[src/rtl/eoc_pkg.sv]
package eoc_pkg;
    parameter int ROW_W = 4;
    parameter int COL_W = 3;
    parameter int TOT_W = 4;
    parameter int BC_W  = 7;
    localparam int HIT_W = ROW_W + COL_W + TOT_W;
    localparam int SH_W  = HIT_W + 1;

    typedef struct packed {
        logic [ROW_W-1:0] row;
        logic [COL_W-1:0] col;
        logic [TOT_W-1:0] tot;
    } hit_t;

    typedef enum logic [1:0] {
        S_IDLE = 2'd0,
        S_HEAD = 2'd1,
        S_HITS = 2'd2,
        S_TAIL = 2'd3
    } ser_state_t;

    localparam logic [3:0] TRAILER = 4'b0101;
endpackage

[src/rtl/eoc_hit_store.sv]
module eoc_hit_store
    import eoc_pkg::*;
#(
    parameter int DEPTH = 16
) (
    input  logic            clk,
    input  logic            rst_n,
    input  logic            tick,
    input  logic [BC_W-1:0] bc_now,
    input  logic [BC_W-1:0] lat,
    input  logic            wr_en,
    input  hit_t            wr_data,
    input  logic            mark_en,
    input  logic [BC_W-1:0] mark_bc,
    input  logic [BC_W-1:0] sel_bc,
    input  logic            sel_take,
    output logic            full,
    output logic            sel_found,
    output hit_t            sel_word
);
    localparam int IDX_W = $clog2(DEPTH);
    localparam int AGE_W = BC_W + 1;
    localparam logic [AGE_W-1:0] AGE_MAX = '1;

    logic [DEPTH-1:0] valid;
    logic [DEPTH-1:0] kept;
    logic [BC_W-1:0]  tag  [DEPTH];
    logic [AGE_W-1:0] age  [DEPTH];
    hit_t             data [DEPTH];

    logic [IDX_W-1:0] wr_idx;
    logic [IDX_W-1:0] sel_idx;

    // lowest free slot and lowest wanted hit of the event crossing
    always_comb begin
        wr_idx    = '0;
        sel_idx   = '0;
        sel_found = 1'b0;
        for (int i = DEPTH - 1; i >= 0; i--) begin
            if (!valid[i]) wr_idx = IDX_W'(i);
            if (valid[i] && kept[i] && tag[i] == sel_bc) begin
                sel_idx   = IDX_W'(i);
                sel_found = 1'b1;
            end
        end
    end

    assign full     = &valid;
    assign sel_word = data[sel_idx];

    always_ff @(posedge clk) begin
        if (!rst_n) begin
            valid <= '0;
            kept  <= '0;
        end else begin
            for (int i = 0; i < DEPTH; i++) begin
                if (valid[i]) begin
                    if (sel_take && sel_found && sel_idx == IDX_W'(i)) begin
                        valid[i] <= 1'b0;
                    end else if (!kept[i] && age[i] > {1'b0, lat}) begin
                        valid[i] <= 1'b0;
                    end else begin
                        if (mark_en && tag[i] == mark_bc) kept[i] <= 1'b1;
                        if (tick && age[i] != AGE_MAX) age[i] <= age[i] + 1'b1;
                    end
                end else if (wr_en && !full && wr_idx == IDX_W'(i)) begin
                    valid[i] <= 1'b1;
                    kept[i]  <= 1'b0;
                    tag[i]   <= bc_now;
                    age[i]   <= tick ? AGE_W'(1) : '0;
                    data[i]  <= wr_data;
                end
            end
        end
    end
endmodule

[src/rtl/eoc_trig_fifo.sv]
module eoc_trig_fifo
    import eoc_pkg::*;
#(
    parameter int DEPTH = 4
) (
    input  logic            clk,
    input  logic            rst_n,
    input  logic            push,
    input  logic [BC_W-1:0] din,
    input  logic            pop,
    output logic [BC_W-1:0] dout,
    output logic            empty,
    output logic            full
);
    localparam int PTR_W = (DEPTH > 1) ? $clog2(DEPTH) : 1;
    localparam int CNT_W = $clog2(DEPTH + 1);

    logic [BC_W-1:0]  mem [DEPTH];
    logic [PTR_W-1:0] rd_ptr, wr_ptr;
    logic [CNT_W-1:0] count;
    logic             do_push, do_pop;

    assign empty   = (count == '0);
    assign full    = (count == CNT_W'(DEPTH));
    assign do_push = push && !full;
    assign do_pop  = pop && !empty;
    assign dout    = mem[rd_ptr];

    always_ff @(posedge clk) begin
        if (!rst_n) begin
            rd_ptr <= '0;
            wr_ptr <= '0;
            count  <= '0;
        end else begin
            if (do_push) begin
                mem[wr_ptr] <= din;
                wr_ptr <= (wr_ptr == PTR_W'(DEPTH - 1)) ? '0 : wr_ptr + 1'b1;
            end
            if (do_pop)
                rd_ptr <= (rd_ptr == PTR_W'(DEPTH - 1)) ? '0 : rd_ptr + 1'b1;
            if (do_push && !do_pop)      count <= count + 1'b1;
            else if (do_pop && !do_push) count <= count - 1'b1;
        end
    end
endmodule

[src/rtl/eoc_serializer.sv]
module eoc_serializer
    import eoc_pkg::*;
(
    input  logic            clk,
    input  logic            rst_n,
    input  logic            q_empty,
    input  logic [BC_W-1:0] q_data,
    input  logic            ovf_flag,
    input  logic            sel_found,
    input  hit_t            sel_word,
    output logic            q_pop,
    output logic            sel_take,
    output logic [BC_W-1:0] sel_bc,
    output logic            ser_out,
    output logic            ser_frame
);
    localparam int CNT_W = $clog2(SH_W);
    localparam int HDR_BITS = 1 + BC_W + 1;

    ser_state_t       state, state_nx;
    logic [SH_W-1:0]  sh;
    logic [CNT_W-1:0] cnt;
    logic [BC_W-1:0]  ev_bc;
    logic             seg_end;

    // state register and shift datapath
    always_ff @(posedge clk) begin
        if (!rst_n) begin
            state <= S_IDLE;
            sh    <= '0;
            cnt   <= '0;
            ev_bc <= '0;
        end else begin
            state <= state_nx;
            if (q_pop) begin
                ev_bc <= q_data;
                sh    <= {1'b1, q_data, ovf_flag, {(SH_W - HDR_BITS){1'b0}}};
                cnt   <= CNT_W'(HDR_BITS - 1);
            end else if (seg_end && state != S_TAIL) begin
                if (sel_found) begin
                    sh  <= {1'b1, sel_word};
                    cnt <= CNT_W'(SH_W - 1);
                end else begin
                    sh  <= {TRAILER, {(SH_W - 4){1'b0}}};
                    cnt <= CNT_W'(3);
                end
            end else if (state != S_IDLE) begin
                sh  <= sh << 1;
                cnt <= cnt - 1'b1;
            end
        end
    end

    // next state and outputs
    always_comb begin
        q_pop     = 1'b0;
        sel_take  = 1'b0;
        seg_end   = (cnt == '0);
        state_nx  = state;
        unique case (state)
            S_IDLE: begin
                seg_end = 1'b0;
                if (!q_empty) begin
                    q_pop    = 1'b1;
                    state_nx = S_HEAD;
                end
            end
            S_HEAD, S_HITS: begin
                if (seg_end) begin
                    sel_take = sel_found;
                    state_nx = sel_found ? S_HITS : S_TAIL;
                end
            end
            S_TAIL: begin
                if (seg_end) state_nx = S_IDLE;
            end
            default: state_nx = S_IDLE;
        endcase
    end

    assign sel_bc    = ev_bc;
    assign ser_frame = (state != S_IDLE);
    assign ser_out   = ser_frame & sh[SH_W-1];
endmodule

[src/rtl/eoc_trigger_buffer.sv]
module eoc_trigger_buffer
    import eoc_pkg::*;
#(
    parameter int DEPTH    = 16,
    parameter int TQ_DEPTH = 4,
    parameter int BC_DIV   = 4
) (
    input  logic             clk,
    input  logic             rst_n,
    input  logic             hit_valid,
    input  logic [ROW_W-1:0] hit_row,
    input  logic [COL_W-1:0] hit_col,
    input  logic [TOT_W-1:0] hit_tot,
    input  logic             trig,
    input  logic [BC_W-1:0]  trig_latency,
    output logic [BC_W-1:0]  cur_crossing,
    output logic             ser_out,
    output logic             ser_frame
);
    localparam int PRE_W = (BC_DIV > 1) ? $clog2(BC_DIV) : 1;

    logic [PRE_W-1:0] pre;
    logic [BC_W-1:0]  bc;
    logic             tick;
    logic [BC_W-1:0]  trig_bc;
    logic             buf_full, q_full, q_empty, q_pop, q_push;
    logic [BC_W-1:0]  q_data;
    logic             ovf_flag, ovf_set;
    logic             sel_found, sel_take;
    logic [BC_W-1:0]  sel_bc;
    hit_t             sel_word, wr_data;

    assign tick    = (pre == PRE_W'(BC_DIV - 1));
    assign trig_bc = bc - trig_latency;
    assign q_push  = trig && !q_full;
    assign ovf_set = (hit_valid && buf_full) || (trig && q_full);
    assign wr_data = '{row: hit_row, col: hit_col, tot: hit_tot};

    always_ff @(posedge clk) begin
        if (!rst_n) begin
            pre      <= '0;
            bc       <= '0;
            ovf_flag <= 1'b0;
        end else begin
            pre      <= tick ? '0 : pre + 1'b1;
            if (tick) bc <= bc + 1'b1;
            ovf_flag <= ovf_set | (ovf_flag & ~q_pop);
        end
    end

    eoc_hit_store #(.DEPTH(DEPTH)) i_store (
        .clk       (clk),
        .rst_n     (rst_n),
        .tick      (tick),
        .bc_now    (bc),
        .lat       (trig_latency),
        .wr_en     (hit_valid),
        .wr_data   (wr_data),
        .mark_en   (q_push),
        .mark_bc   (trig_bc),
        .sel_bc    (sel_bc),
        .sel_take  (sel_take),
        .full      (buf_full),
        .sel_found (sel_found),
        .sel_word  (sel_word)
    );

    eoc_trig_fifo #(.DEPTH(TQ_DEPTH)) i_tq (
        .clk   (clk),
        .rst_n (rst_n),
        .push  (q_push),
        .din   (trig_bc),
        .pop   (q_pop),
        .dout  (q_data),
        .empty (q_empty),
        .full  (q_full)
    );

    eoc_serializer i_ser (
        .clk       (clk),
        .rst_n     (rst_n),
        .q_empty   (q_empty),
        .q_data    (q_data),
        .ovf_flag  (ovf_flag),
        .sel_found (sel_found),
        .sel_word  (sel_word),
        .q_pop     (q_pop),
        .sel_take  (sel_take),
        .sel_bc    (sel_bc),
        .ser_out   (ser_out),
        .ser_frame (ser_frame)
    );

    assign cur_crossing = bc;
endmodule

[config.mk]
export PLATFORM = sky130hd
export DESIGN_NAME = eoc_trigger_buffer
export DESIGN_NICKNAME = d
export VERILOG_FILES = /design/src/rtl/eoc_pkg.sv /design/src/rtl/eoc_hit_store.sv /design/src/rtl/eoc_trig_fifo.sv /design/src/rtl/eoc_serializer.sv /design/src/rtl/eoc_trigger_buffer.sv
export SDC_FILE = /design/constraint.sdc
export NUM_CORES = 1
export LEC_CHECK = 0
export ABC_AREA = 1
export CAP_MARGIN = 20
export CELL_PAD_IN_SITES_DETAIL_PLACEMENT = 1
export CELL_PAD_IN_SITES_GLOBAL_PLACEMENT = 2
export CORE_ASPECT_RATIO = 1.2
export CORE_MARGIN = 3
export CORE_UTILIZATION = 37
export DETAILED_ROUTE_END_ITERATION = 10
export HOLD_SLACK_MARGIN = 0.08
export PLACE_DENSITY = 0.89
export REMOVE_ABC_BUFFERS = 1
export SYNTH_ARGS = -nofsm -noshare
export SYNTH_HDL_FRONTEND = slang
export SYNTH_SLANG_ARGS = --single-unit
[constraint.sdc]
create_clock -name clk -period 4 [get_ports clk]
set_input_delay 1.2 -clock clk [delete_from_list [all_inputs] [get_ports clk]]
set_output_delay 1.2 -clock clk [all_outputs]
set_load 0.005 [all_outputs]
* After elaboration in Yosys (flattened, before gate mapping) *
Memories as Yosys holds them, arrays and structs flattened. A register that Yosys moved wholly into a read port is not among the register bits.
Cells that the tools add are included.

operators by class
  add/subtract/negate cells = 24
  order comparisons = 16
  equal/unequal tests = 137
  multiplexer cells = 470
  bitwise logic cells = 21
  reductions and logical operators = 220

operators by type and width
  cell                                                 count
  2-to-1 mux 1 bit                                     344
  2-to-1 mux 4 bit                                     66
  equality test 7 bit                                  32
  2-to-1 mux 11 bit                                    15
  OR reduction 11 bit                                  15
  adder 8 x 1 -> 8 bit, second input constant          16
  > comparator 8 x 7 -> 1 bit                          16
  2-to-1 mux 8 bit                                     16
  != test 8 bit, second input constant                 16
  logical AND 1 bit                                    122
  2-to-1 mux 7 bit                                     15
  OR reduction 7 bit                                   15
  != test 2 bit, second input constant                 50
  equality test 4 bit, second input constant           16
  AND reduction 4 bit                                  16
  2-to-1 mux 12 bit                                    4
  nonzero test 2 bit                                   19
  equality test 4 x 3 -> 1 bit, second input constant  8
  zero test 1 bit                                      21
  bitwise OR 1 bit                                     17
  equality test 4 x 2 -> 1 bit, second input constant  4
  AND reduction 16 bit                                 1
  2-to-1 mux 2 bit                                     7
  zero test 4 bit                                      3
  21 further kinds                                     34

storage, ports and cells
  register bits = 74
  bits in writable memories = 444
  bits of input ports = 22
  output and inout bits = 9
  logic and storage cells = 921
  memories kept = 4

memories
  memory        words  bits a word  rd ports  clocked after memory_dff  write ports  line                 RTL
  i_store.data  16     11           1         0                         1            eoc_hit_store.sv:29  hit_t data [DEPTH];
  i_store.age   16     8            16        0                         16           eoc_hit_store.sv:28  logic [AGE_W-1:0] age [DEPTH];
  i_store.tag   16     7            16        0                         1            eoc_hit_store.sv:27  logic [BC_W-1:0] tag [DEPTH];
  i_tq.mem      4      7            1         1                         1            eoc_trig_fifo.sv:18  logic [BC_W-1:0] mem [DEPTH];

* Longest topological paths before layout *
  depth in word-level cells = 38
  depth in mapped cells = 36
  mapped depth without buffers = 33

* Modules after synthesis *
Synthesis repeated with hierarchy kept, for this count alone.

unflattened totals
  cells, all modules = 3271
  area total of the unflattened synthesis = 28940.3 sq um

by module, submodules not included
  module              instances  cells an instance  area an instance (sq um)  seq. area each (sq um)
  eoc_hit_store       1          2834               25276.7                   13062.5
  eoc_trig_fifo       1          138                1559.0                    1021.0
  eoc_serializer      1          198                1378.8                    500.5
  eoc_trigger_buffer  1          101                725.7                     200.2

* Worst setup path before layout *
OpenSTA, ideal clock, no wires.

  kind = in2reg
  from = in trig_latency[1]
  to = reg i_store.kept[13]
  library setup time = 64 ps
  arrival time = 4027 ps
  slack = -91 ps
  stages = 14
  buffers on the path = 3
  path through = inv_1 -> fa_1 -> clkbuf_1 -> inv_1 -> clkbuf_1 -> clkbuf_1 -> o21ai_0 -> nor4_1 -> nand3_1 -> o41ai_1 -> inv_1 -> o21ai_0 -> nand2_1 -> nor2_1

on the way
  cells in the longest elaborated chain, start to end = 5

RTL lines
  what                            line                      RTL
  start: declaration              eoc_trigger_buffer.sv:15  input logic [BC_W-1:0] trig_latency,
  subtractor 7 bit                eoc_trigger_buffer.sv:34  assign trig_bc = bc - trig_latency;
  via i_store.mark_bc[1]          eoc_hit_store.sv:14       input logic [BC_W-1:0] mark_bc,
  equality test 7 bit             eoc_hit_store.sv:63       if (mark_en && tag[i] == mark_bc) kept[i] <= 1'b1;
  logical AND 1 bit               eoc_hit_store.sv:63
  != test 2 bit (no line)         -
  AND reduction 4 bit (no line)   -
  end signal: assignment          eoc_hit_store.sv:54       kept <= '0;
  end signal: indexed assignment  eoc_hit_store.sv:63
  end signal: indexed assignment  eoc_hit_store.sv:68       kept[i] <= 1'b0;
  end: declaration                eoc_hit_store.sv:26       logic [DEPTH-1:0] kept;

The timed path passes the listed nets, and every way through them passes these cells.
A chain may end at the register's enable or synchronous reset.

==> run summary <==
Outcome - complete, no violations
# fillers - 8779
Clock skew - 0.04117 ns
IO Pins - 31
Distinct cells, synth - 62
Buffers added on ports - 30
Via density - 5.332
Routability congestion estimate - 0.9303
P per Cell Area - 431.5 nW/um^2
Worst slew pin tran - 0.7501 ns
Syn Inst Count - 3115
Gr usage total - 23.73%
Dpl hpwl - 68950 microns
Synth top area share - 46.50%
Root buf cell - clkbuf_16
Clk buf depth - 3
Synthesis warning total - 0
Total area of sequential cells - 14780 sq um
Starting density of the core - 37.49%
Num CTS Buffers - 55
Largest net degree at the start of global routing - 57
Post-route DRC - 0
Global route overflow - 0
Max cap viols - 0
Final min period - 3.830 ns
Post-synthesis adder-cell area fraction - 6.615%
Setup Viol. Count Final - 0
FP Rows - 110
# diodes - 0
Worst-case vdd ir drop - 0.3951 mV
Period Utilization, post-route - 95.75%
Post-synthesis simple-gate area fraction - 20.07%
Fin util - 44.39%
Clock Pin Slew Worst Setup and Hold Paths - 0.06 ns
Xor and xnor area share after synthesis - 3.786%
Arr. time, crit path - 4.18 ns
Ys async rst share - 0%
First-pass GRT wire length - 144700 microns
Largest family of logic cells by synthesized area - simple AND/OR/NAND/NOR gates
Worst Hold Class - reg2reg
Area of the multi-input gates - 11460 sq um
FMAX - 261.1 MHz
Synth area leader - edfxtp_1
Crit Path Category - reg2reg
Post-synthesis sequential area ratio - 52.39%
Die extent in x - 258.1 microns
CP Launch Type - register
Reg2reg path depth - 26
Largest cells by area after synthesis - edfxtp_1, nand2_1, ha_1
TNS Setup - 0 ns
Initial antenna violation count - 1
Register bit total from synthesis - 520
Compound-Gate Fraction of Synth Area - 9.709%
Vias in the first global route - 24.35k
Avg Cell Area, Syn - 9.060 sq um
DR WL/cell - 21.65 microns
Most common cell in the netlist - nand2_1
Hold Crit Depth - 1
DRT Pass-1 Iters - 5
LEAKAGE - 13.60 nW
Most instantiated cells after synthesis - nand2_1, edfxtp_1, inv_1
Predominant post-synthesis flop cell - edfxtp_1
Vias - 23.48k
Reg-to-reg slack, setup - 0.17 ns
Total die area - 79640 sq um
Fin. max-slew vios - 0
Initial DRC count - 1518
Core area - 75280 sq um
Final wirelength - 95340 microns
Post-Syn Area - 28220 sq um
# clock sinks - 520
Share of cells above drive strength 1 - 11.49%
Die height - 308.5 microns
Final ANT Viol Nets - 0
Number of synthesized flops with an enable pin - 437
Final Hold Vio Count - 0
Post-synthesis mux area share - 0.03547%
Relative slew margins - 49.81%
Critical Path Fanout Max - 11
Worst skew pair latency - 0.65 ns
TritonCTS clock tree - yes
Nets@finish - 3519
Crit. End Element - register
Layout area overhead - 18.40%
H-Tree Depth - 2
CP required - 4.35 ns
==> what timing repair did <==
item | CTS | global route
pin swaps | 0 | 5
endpoints found under the setup margin | 8 | 93
gates cloned | 0 | 0
gates resized for setup | 1 | 24
setup buffers | 0 | 7
hold buffers | 0 | 0
endpoints found under the hold margin | 0 | 0
==> path summary, 6_finish.rpt <==
path,from,endpoint
max,i_ser.sel_bc[0],i_store.age[0][1]
min,pre[0],pre[0]
max reg2reg,i_ser.sel_bc[0],i_store.age[0][1]
min reg2reg,pre[0],pre[0]
==> sequential cells by signal, summed over array words and instances (netlist names), named ones only <==
| register | count |
|---|---|
| i_ser.state | 2 |
| i_tq.count | 3 |
| i_store.tag | 112 |
| i_store.data | 176 |
| i_tq.mem | 28 |
| i_ser.sh | 12 |
| i_tq.wr_ptr | 2 |
| i_ser.cnt | 4 |
| i_tq.rd_ptr | 2 |
| ovf_flag | 1 |
| i_store.age | 128 |
| i_store.valid | 16 |
| i_store.kept | 16 |
| i_ser.sel_bc | 7 |
| cur_crossing | 7 |
| pre | 2 |
==> metrics by stage <==
stage          hold slack, ns  total power, mW  cells  cell area, sq um  worst slack, ns
5_1_grt                0.4507            14.99   4403             33420         -0.01207
6_report               0.4334            14.42   4403             33420           0.1700
4_1_cts                0.4328            14.48   4396             33270          0.03123
3_3_place_gp           0.4150            8.943   4293             31360          -0.5687
2_1_floorplan          0.3990            7.737   3029             27790          -0.4221
3_5_place_dp           0.4231            9.016   4293             31360          -0.6027
==> final cells by class <==
type | count | area share, %
clock buffer | 72 | 4.609
clock inverter | 31 | 1.120
inverter | 440 | 4.961
multi-input combinational | 2069 | 34.29
sequential | 520 | 44.24
tap | 1008 | 3.774
timing repair buffer | 263 | 7.006
==> cells by family after synthesis <==
| kind of cell | after synthesis |
|---|---|
| AO/OA/AOI/OAI | 465 |
| flip-flops | 520 |
| adder cells (fa/ha/maj) | 148 |
| AND/OR/NAND/NOR | 1333 |
| XOR/XNOR | 122 |
| multiplexers | 1 |
| buffers and inverters | 526 |
==> critical path, stage by stage, from the launching register on <==
cell and delay [ns]:
dfxtp_1 0.37, buf_4 0.28, xnor2_1 0.16, nand2_1 0.09
nor2_1 0.15, nand2_1 0.16, nand2_1 0.12, nand2_2 0.10
nand2_1 0.08, nand2_1 0.05, nand2_1 0.05, nand2_1 0.05
nand2_1 0.05, nand2_1 0.12, nand2_1 0.09, nand2_1 0.06
nand2_1 0.06, nand2_1 0.10, nand2_2 0.12, nand2_4 0.12
nand2_1 0.11, buf_4 0.28, o31ai_1 0.11, inv_1 0.10
nand2_1 0.07, o31ai_1 0.24, buf_4 0.23
==> where the power goes <==
group / switching, mW / total [mW] / internal, mW
combinational: 1.84 / 2.78 / 0.939
sequential: 0.162 / 6.19 / 6.03
clock: 2.33 / 5.45 / 3.12
total: 4.33 / 14.4 / 10.1
==> metal layers <==
layer / share of wire [%] / up-vias / GRT usage, %
met4: 5.1 / 0 / 10.91
met3: 5.5 / 205 / 3.341
met2: 49 / 635 / 42.45
li1: - / 10980 / -
met5: 0 / - / 0
met1: 40 / 11660 / 28.30
==> cell usage in the layout, fill, tap and decap left out, types with 15 or more instances in the layout <==
master / n
nand3_1: 137
nor2_1: 267
a21oi_1: 148
ha_1: 146
xor2_1: 79
buf_12: 21
clkdlybuf4s50_1: 28
nor4_1: 15
nand3b_1: 35
dfxtp_1: 83
o21ai_1: 19
o22ai_1: 30
edfxtp_1: 437
xnor2_1: 43
nand2_1: 726
clkinv_1: 20
o2111ai_1: 16
buf_4: 209
o21ai_0: 144
nand4_1: 31
nor3_1: 61
clkbuf_16: 55
inv_1: 415
No activity file was read; power rests on OpenSTA's default activity.
